--- src/rtl/fcmd_pkg.sv ---
// Shared types for the flash erase command decoder.
// Assumes one byte-wide command bus; the codes below are the only ones decoded.
package fcmd_pkg;

    typedef enum logic [1:0] {
        ST_IDLE   = 2'd0,
        ST_SETUP  = 2'd1,
        ST_ERASE  = 2'd2,
        ST_VERIFY = 2'd3
    } fcmd_state_e;

    localparam logic [7:0] CODE_ERASE  = 8'h20;
    localparam logic [7:0] CODE_VERIFY = 8'hA0;

endpackage

--- src/rtl/fcmd_bus_capture.sv ---
// Samples the asynchronous write strobes on clk and forms write start/end
// pulses. The address is captured when the combined strobe (both low) begins,
// i.e. on the later falling strobe; the data byte is tracked while it lasts.
// Assumes ce_n/we_n/addr/din are already synchronous to clk.
module fcmd_bus_capture #(
    parameter int ADDR_W = 17,
    parameter int DATA_W = 8
) (
    input  logic              clk,
    input  logic              rst_n,
    input  logic              ce_n,
    input  logic              we_n,
    input  logic [ADDR_W-1:0] addr,
    input  logic [DATA_W-1:0] din,
    output logic              wr_start,
    output logic              wr_end,
    output logic [ADDR_W-1:0] lat_addr,
    output logic [DATA_W-1:0] lat_data
);

    logic strobe;
    logic strobe_q;

    assign strobe   = !ce_n && !we_n;
    assign wr_start = strobe && !strobe_q;
    assign wr_end   = !strobe && strobe_q;

    // Remember the strobe level of the previous cycle for edge detection.
    always_ff @(posedge clk) begin
        if (!rst_n) strobe_q <= 1'b0;
        else        strobe_q <= strobe;
    end

    // Capture the address once per write, when the second strobe falls.
    always_ff @(posedge clk) begin
        if (!rst_n)        lat_addr <= '0;
        else if (wr_start) lat_addr <= addr;
    end

    // Follow the data bus while the write is open; the last value is the command.
    always_ff @(posedge clk) begin
        if (!rst_n)      lat_data <= '0;
        else if (strobe) lat_data <= din;
    end

endmodule

--- src/rtl/fcmd_seq.sv ---
// Command sequencer: idle -> setup -> erasing -> verify. Acts only when a
// write ends. Erase needs two consecutive erase codes with high voltage present.
// Assumes cmd is stable in the cycle wr_end is high.
module fcmd_seq
    import fcmd_pkg::*;
(
    input  logic        clk,
    input  logic        rst_n,
    input  logic        wr_end,
    input  logic [7:0]  cmd,
    input  logic        hv_present,
    output fcmd_state_e state,
    output logic        erase_start,
    output logic        verify_load
);

    fcmd_state_e state_nx;
    logic        is_erase_code;
    logic        is_verify_code;

    assign is_erase_code  = (cmd == CODE_ERASE);
    assign is_verify_code = (cmd == CODE_VERIFY);

    assign erase_start = wr_end && (state == ST_SETUP) && is_erase_code && hv_present;
    assign verify_load = wr_end && is_verify_code &&
                         ((state == ST_ERASE) || (state == ST_VERIFY));

    // Next-state decode for a completed command write.
    always_comb begin
        state_nx = state;
        if (wr_end) begin
            unique case (state)
                ST_IDLE:   state_nx = is_erase_code ? ST_SETUP : ST_IDLE;
                ST_SETUP:  state_nx = erase_start ? ST_ERASE : ST_IDLE;
                ST_ERASE:  state_nx = is_verify_code ? ST_VERIFY : ST_IDLE;
                ST_VERIFY: begin
                    if (is_verify_code)     state_nx = ST_VERIFY;
                    else if (is_erase_code) state_nx = ST_SETUP;
                    else                    state_nx = ST_IDLE;
                end
                default:   state_nx = ST_IDLE;
            endcase
        end
    end

    // State register.
    always_ff @(posedge clk) begin
        if (!rst_n) state <= ST_IDLE;
        else        state <= state_nx;
    end

endmodule

--- src/rtl/fcmd_cell_model.sv ---
// Abstract cell array: one erased flag per bit of 2**MAP_AW bytes. An active
// erase sweeps bit 8*b+k in ascending order, one bit every TICKS enabled cycles,
// restarting at bit 0 on each new erase. Flags are only ever set.
module fcmd_cell_model #(
    parameter int MAP_AW = 4,
    parameter int TICKS  = 2
) (
    input  logic                        clk,
    input  logic                        rst_n,
    input  logic                        erase_start,
    input  logic                        step_en,
    input  logic [MAP_AW-1:0]           rd_idx,
    output logic [7:0]                  rd_byte,
    output logic [(2**MAP_AW)*8-1:0]    erased_flat
);

    localparam int DEPTH = 2 ** MAP_AW;
    localparam int NBITS = DEPTH * 8;
    localparam int IDX_W = $clog2(NBITS);
    localparam int PTR_W = IDX_W + 1;
    localparam int PRE_W = (TICKS > 1) ? $clog2(TICKS) : 1;

    logic [PTR_W-1:0] ptr_q;
    logic [PRE_W-1:0] pre_q;
    logic [NBITS-1:0] erased_q;
    logic             step_due;
    logic             sweep_done;
    logic [7:0]       byte_view [DEPTH];

    assign sweep_done = (ptr_q == PTR_W'(NBITS));
    assign step_due   = step_en && (pre_q == PRE_W'(TICKS - 1));

    // Prescaler and sweep pointer; both restart when a new erase begins.
    always_ff @(posedge clk) begin
        if (!rst_n || erase_start) begin
            ptr_q <= '0;
            pre_q <= '0;
        end else if (step_en) begin
            if (step_due) begin
                pre_q <= '0;
                if (!sweep_done) ptr_q <= ptr_q + 1'b1;
            end else begin
                pre_q <= pre_q + 1'b1;
            end
        end
    end

    // Set the erased flag of the bit under the sweep pointer.
    always_ff @(posedge clk) begin
        if (!rst_n)                       erased_q <= '0;
        else if (step_due && !sweep_done) erased_q[ptr_q[IDX_W-1:0]] <= 1'b1;
    end

    for (genvar g = 0; g < DEPTH; g++) begin : g_byte
        assign byte_view[g] = erased_q[g*8 +: 8];
    end

    assign rd_byte     = byte_view[rd_idx];
    assign erased_flat = erased_q;

endmodule

--- src/rtl/fcmd_erase_ctrl.sv ---
// Top of the erase command decoder: strobe capture, command sequencer,
// verify address register and the abstract array. Reads return the erased-bit
// view of the verify byte in erase-verify, otherwise of the bus address.
// Assumes all bus inputs are synchronous to clk.
module fcmd_erase_ctrl
    import fcmd_pkg::*;
#(
    parameter int ADDR_W = 17,
    parameter int MAP_AW = 4,
    parameter int TICKS  = 2
) (
    input  logic              clk,
    input  logic              rst_n,
    input  logic              ce_n,
    input  logic              we_n,
    input  logic              oe_n,
    input  logic [ADDR_W-1:0] addr,
    input  logic [7:0]        din,
    input  logic              hv_present,
    output logic [7:0]        dout,
    output logic              dout_en,
    output logic              erase_active
);

    localparam int NBITS = (2 ** MAP_AW) * 8;

    logic              cap_wr_start;
    logic              cap_wr_end;
    logic [ADDR_W-1:0] cap_addr;
    logic [7:0]        cap_cmd;
    fcmd_state_e       st_q;
    logic              seq_erase_start;
    logic              seq_verify_load;
    logic [ADDR_W-1:0] vaddr_q;
    logic [ADDR_W-1:0] rd_addr;
    logic [7:0]        cell_byte;
    logic [NBITS-1:0]  erased_flat;

    fcmd_bus_capture #(
        .ADDR_W (ADDR_W),
        .DATA_W (8)
    ) u_cap (
        .clk      (clk),
        .rst_n    (rst_n),
        .ce_n     (ce_n),
        .we_n     (we_n),
        .addr     (addr),
        .din      (din),
        .wr_start (cap_wr_start),
        .wr_end   (cap_wr_end),
        .lat_addr (cap_addr),
        .lat_data (cap_cmd)
    );

    fcmd_seq u_seq (
        .clk         (clk),
        .rst_n       (rst_n),
        .wr_end      (cap_wr_end),
        .cmd         (cap_cmd),
        .hv_present  (hv_present),
        .state       (st_q),
        .erase_start (seq_erase_start),
        .verify_load (seq_verify_load)
    );

    // Keep the address of the most recent accepted verify command.
    always_ff @(posedge clk) begin
        if (!rst_n)               vaddr_q <= '0;
        else if (seq_verify_load) vaddr_q <= cap_addr;
    end

    assign rd_addr = (st_q == ST_VERIFY) ? vaddr_q : addr;

    fcmd_cell_model #(
        .MAP_AW (MAP_AW),
        .TICKS  (TICKS)
    ) u_cells (
        .clk         (clk),
        .rst_n       (rst_n),
        .erase_start (seq_erase_start),
        .step_en     ((st_q == ST_ERASE) && hv_present),
        .rd_idx      (rd_addr[MAP_AW-1:0]),
        .rd_byte     (cell_byte),
        .erased_flat (erased_flat)
    );

    assign dout_en      = !ce_n && !oe_n && we_n;
    assign dout         = dout_en ? cell_byte : 8'h00;
    assign erase_active = (st_q == ST_ERASE);

    logic unused_start;
    assign unused_start = cap_wr_start;

endmodule

--- config.mk ---
export PLATFORM = sky130hd
export DESIGN_NAME = fcmd_erase_ctrl
export DESIGN_NICKNAME = d
export VERILOG_FILES = /design/src/rtl/fcmd_pkg.sv /design/src/rtl/fcmd_bus_capture.sv /design/src/rtl/fcmd_seq.sv /design/src/rtl/fcmd_cell_model.sv /design/src/rtl/fcmd_erase_ctrl.sv
export SDC_FILE = /design/constraint.sdc
export NUM_CORES = 1
export LEC_CHECK = 0
export ABC_AREA = 1
export BUFFER_PORTS_ARGS = -buffer_cell sky130_fd_sc_hd__buf_2
export CAP_MARGIN = 15
export CORE_ASPECT_RATIO = 0.7
export CORE_MARGIN = 2
export CORE_UTILIZATION = 37
export CTS_CLUSTER_DIAMETER = 100
export DETAILED_ROUTE_END_ITERATION = 10
export GPL_ROUTABILITY_DRIVEN = 0
export GPL_TIMING_DRIVEN = 0
export RECOVER_POWER = 100
export SLEW_MARGIN = 20
export SYNTH_ARGS = -nofsm -noshare
export SYNTH_HDL_FRONTEND = slang
export SYNTH_HIERARCHICAL = 1
export SYNTH_SLANG_ARGS = --single-unit
export TNS_END_PERCENT = 10
--- constraint.sdc ---
create_clock -name clk -period 2.41 [get_ports clk]
set_clock_uncertainty 0.15 [all_clocks]
set_input_delay 0.3615 -clock clk [delete_from_list [all_inputs] [get_ports clk]]
set_output_delay 0.3615 -clock clk [all_outputs]
set_load 0.02 [all_outputs]
Word level (Yosys, flattened, before mapping)
Cells that the tools add are included.

word-level totals
  register bits = 156
  input port bits = 31
  output and inout port bits = 10
  logic and storage cells = 60

cells by class
  add/subtract/negate cells = 2
  $lt $le $gt $ge = 3
  eq/ne operators = 6
  multiplexer cells = 13
  bitwise logic cells = 3
  reductions and logical operators = 25

operator list
  kind                   number
  $or A128 B128 Y128     1
  $bmux W8 S4            1
  $mux W8                3
  $eq A8 B8 Y1 const B   2
  $logic_and A1 B1 Y1    14
  $add A8 B1 Y8 const B  1
  $eq A8 B6 Y1 const B   1
  $lt A7 B8 Y1 const B   1
  $pmux W2 S4            1
  $demux W1 S7           1
  $ge A7 B1 Y1 const B   1
  $logic_not A1 Y1       7
  $mux W2                3
  $ge A5 B5 Y1 const B   1
  $not A4 Y5             1
  $eq A2 B2 Y1 const B   2
  $mux W4                1
  $mux W1                3
  $reduce_and A3 Y1      1
  $eq A2 B1 Y1 const B   1
  $logic_not A2 Y1       1
  $logic_or A1 B1 Y1     2
  $add A1 B1 Y1 const B  1
  $not A1 Y1             1

Longest topological paths before layout
  depth in word-level cells = 9
  gate-level depth with buffers = 13
  gate-level depth less buffers = 11

Hierarchy
The synthesis kept the hierarchy.

modules (own cells, without submodules)
  module            instances  cells each  area each (um2)  sequential area each (um2)
  fcmd_cell_model   1          1019        6610.1           2742.6
  fcmd_bus_capture  1          152         1099.8           520.5
  fcmd_erase_ctrl   1          60          310.3            80.1
  fcmd_seq          1          41          198.9            40.0

Worst setup path after synthesis
OpenSTA, ideal clock, no wires.

  kind = register to output
  from = reg u_seq.state[0]
  to = out dout[7]
  data arrival time = 1.860 ns
  data required time = 1.899 ns
  setup slack = 0.038 ns
  stages on the path, launching flop included = 13
  buffers on the path = 2
  path through = dfxtp_1 nand2_2 nand2_1 nand2_1 clkbuf_1 inv_1 clkbuf_1 o211ai_1 nand3_1 nand3_1 nand2_1 inv_1 nor2_1

on the way
  cells in the longest elaborated chain, start to end = 7

ends and longest elaborated chain
  element                                     line                   RTL
  from (decl)                                 fcmd_seq.sv:12         output fcmd_state_e state,
  from (signal assigned)                      fcmd_seq.sv:49         else state <= state_nx;
  $eq A2 B2 Y1                                fcmd_erase_ctrl.sv:72  assign rd_addr = (st_q == ST_VERIFY) ? vaddr_q : addr;
  $mux W4                                     fcmd_erase_ctrl.sv:72
  net rd_addr[1]                              fcmd_erase_ctrl.sv:35  logic [ADDR_W-1:0] rd_addr;
  $not A4 Y5 (implied by the code)            fcmd_cell_model.sv:58  assign rd_byte = byte_view[rd_idx];
  $bmux W8 S4                                 fcmd_cell_model.sv:58
  $mux W8 (implied by the code) (2 in a row)  fcmd_cell_model.sv:58
  net cell_byte[7]                            fcmd_erase_ctrl.sv:36  logic [7:0] cell_byte;
  $mux W8                                     fcmd_erase_ctrl.sv:88  assign dout = dout_en ? cell_byte : 8'h00;
  to (decl)                                   fcmd_erase_ctrl.sv:20  output logic [7:0] dout,

The timed path passes the listed nets, and every way through them passes these cells. The select of a mux whose other input is x is not followed.

Final worst setup path
  from = reg u_seq.state[1]
  to = out dout[2]

The elaborated chain is that of the path after synthesis.

==> flow_metrics.env <==
export IMPL_post_route_period_util_pct=112.9
export IMPL_cts_root_buf="clkbuf_16"
export IMPL_initial_utilization_pct=37.37
export IMPL_fp_row_count=44
export IMPL_worst_r2r_setup_slack_ns=-0.09
export IMPL_ys_warn_count=6
export IMPL_die_h_um=124.5
export IMPL_worstHoldPathCells=3
export IMPL_drtPass1Iterations=5
export IMPL_crit_path_end_kind="primary output"
export IMPL_min_from="din[1]"
export IMPL_clock_fmax_mhz=367.4
export IMPL_maxSlewViolCount=0
export IMPL_rr_worst_depth=6
export IMPL_cts_htree_levels=4
export IMPL_core_um2=20530
export IMPL_insertion_delay_ns=0.44
export IMPL_syn_num_nets=1225
export IMPL_crit_fanout=10
export IMPL_cpPeakStageDelay_ns=0.42
export IMPL_routedWlPerCell_um=17.33
export IMPL_fin_nets=1278
export IMPL_worst_slack_ns=-0.3117
export IMPL_hold_path_class="in -> reg"
export IMPL_vias_per_cell=5.172
export IMPL_dp_hpwl_um=18020
export IMPL_cp_start_kind="flop"
export IMPL_outcome="finished with violations"
export IMPL_leakage_uw=0.003667
export IMPL_violations="negative setup slack"
export IMPL_timing_rr_start="u_cells/ptr_q[1]$_SDFFE_PP0P_"
export IMPL_synthCells=1192
export IMPL_timing_hold_ws_ns=0.01216
export IMPL_fin_crit_ns=2.722
export IMPL_dp_cells=1495
export IMPL_pwr_density_cell_nw_per_um2=617.6
export IMPL_grt_total_usage_pct=24.96
export IMPL_wl_um=26580
export IMPL_finalHoldViolations=0
export IMPL_syn_avg_cell_area_um2=6.438
export IMPL_fin_cells=1534
export IMPL_n_antenna_cell=0
export IMPL_ir_worst_vdd_mv=0.4980
export IMPL_path_cells="nand3_1 > nand2_8 > buf_4 > nand3_1 > nand3_1 > nand3_4 > nand2_2 > inv_1 > nor2_1 > buf_4"
export IMPL_drive_gt1_share_pct=13.59
export IMPL_cpMostUsedCell="nand3_1"
export IMPL_fin_area_um2=9428
export IMPL_place_area_um2=8154
export IMPL_port_buffers=27
export IMPL_synth_area_um2=7674
export IMPL_grt_ovfl_total=0
export IMPL_syn_to_final_growth_pct=22.86
export IMPL_cp_arrival_ns=2.21
export IMPL_grt_max_degree=17
export IMPL_grt_first_pass_wirelength_um=41340
export IMPL_crit_type="reg -> out"
export IMPL_ios=41
export IMPL_route_detailed_drc=0
export IMPL_cts_reportedPaths_clkPinSlew_ns=0.07
export IMPL_die_area_um2=21930
export IMPL_worstMarginPinSlew_ns=0.9958
export IMPL_via_count=7934
export IMPL_cts_num_sinks=156
export IMPL_antenna_found_initial=0
export IMPL_slowest_stage="dfxtp_4"
export IMPL_setup_viol=53
export IMPL_numCtsBuffers=17
export IMPL_drt_iter0_drc=1079
export IMPL_pre_cts_ws_ns=-0.8888
export IMPL_clockBufferDepth=2
export IMPL_cp_required_ns=1.90
export IMPL_rsz0062_at_grt="yes"
export IMPL_slew_headroom_pct=33.61
export IMPL_whs_endpoint="u_cap/lat_data[1]$_SDFFE_PN0P_"
export IMPL_cts_tree="built"
export IMPL_fp_dieW_um=176.1
export IMPL_first_global_vias=7250
export IMPL_final_antenna_net_count=0
export IMPL_maxCapViolations=0
export IMPL_rr_endpoint="u_cells/erased_flat[88]$_SDFFE_PN0P_"
==> final cells by class <==
type / count / area, µm²
buffer: 70 / 591.8
clock buffer: 19 / 442.9
clock inverter: 13 / 143.9
fill: 2161 / 11110
inverter: 154 / 591.8
multi-input combinational: 808 / 3910
sequential: 156 / 3131
tap: 276 / 345.3
timing repair buffer: 38 / 271.5
==> worst max path at each step <==
stage                                start       to  slack (ns)  depth (start not counted)
2_1_floorplan  u_seq/state[0]$_SDFFE_PN0P_  dout[7]        0.04                         12
3_3_place_gp   u_seq/state[0]$_SDFFE_PN0P_  dout[6]       -0.88                         13
3_5_place_dp   u_seq/state[0]$_SDFFE_PN0P_  dout[6]       -0.89                         13
4_1_cts        u_seq/state[1]$_SDFFE_PN0P_  dout[0]       -0.26                         12
5_1_grt        u_seq/state[1]$_SDFFE_PN0P_  dout[6]       -0.40                         12
6_report       u_seq/state[1]$_SDFFE_PN0P_  dout[2]       -0.31                         10
==> sequential cells by signal, summed over array words and instances, names as in the netlist <==
signal / flops
u_cells/erased_flat: 128
u_cap/lat_data: 8
u_cells/ptr_q: 8
u_cap/lat_addr: 4
vaddr_q: 4
u_seq/state: 2
u_cap/strobe_q: 1
u_cells/pre_q: 1
==> worst max-delay path: cells and delay by family (launching register included) <==
kind / cells / cell delay (ns)
simple gates: 7 / 0.91
buf+inv: 3 / 0.43
flops: 1 / 0.42
==> per-stage QoR <==
step                      TNS (ns)  util (%)  total power, µW
after floorplan                  0         -             2906
after global placement      -6.539     39.71             3045
after detailed placement    -6.452     39.71             3046
after CTS                   -2.006     45.66             5833
after global routing        -14.77     45.91             6018
final                       -4.631     45.91             5823
==> per-layer routing <==
layer  global-route usage (%)  vias up  wire, µm
met2                    33.03      379     10290
met5                        0        -         0
met4                    9.966        0       731
li1                         -     3835         -
met3                    7.143       56      2901
met1                    37.31     3664     12660
==> report_power, final <==
| part | internal [µW] | switching, µW |
|---|---|---|
| Combinational | 191 | 329 |
| Sequential | 2590 | 9.20 |
| Clock | 1560 | 1150 |
==> what timing repair did <==
item | 4_1_cts | 5_1_grt
gates resized for setup | 136 | 21
gates cloned | 1 | 0
hold endpoints to repair | 4 | 0
pin swaps | 10 | 1
hold buffers | 4 | 0
endpoints found under the setup margin | 8 | 43
buffers inserted | 6 | 0
==> layout by cell type, fill, tap and decap left out, types with 3 or more instances in the layout <==
master	n
clkinv_4	4
nand2_4	5
o211ai_1	31
inv_1	149
o21ai_0	22
nand2_1	279
buf_6	12
clkbuf_4	4
dfxtp_1	154
o21bai_1	4
clkinvlp_4	5
nand2_2	8
xor2_1	3
nor2_1	196
buf_4	12
nand3_4	8
nor2_2	3
clkbuf_2	9
inv_6	3
nand3_2	25
clkbuf_16	23
buf_2	25
dlygate4sd3_1	4
nand3_1	72
a21oi_1	140
clkbuf_8	5
clkbuf_1	27
(Power assumes the default switching activity.)
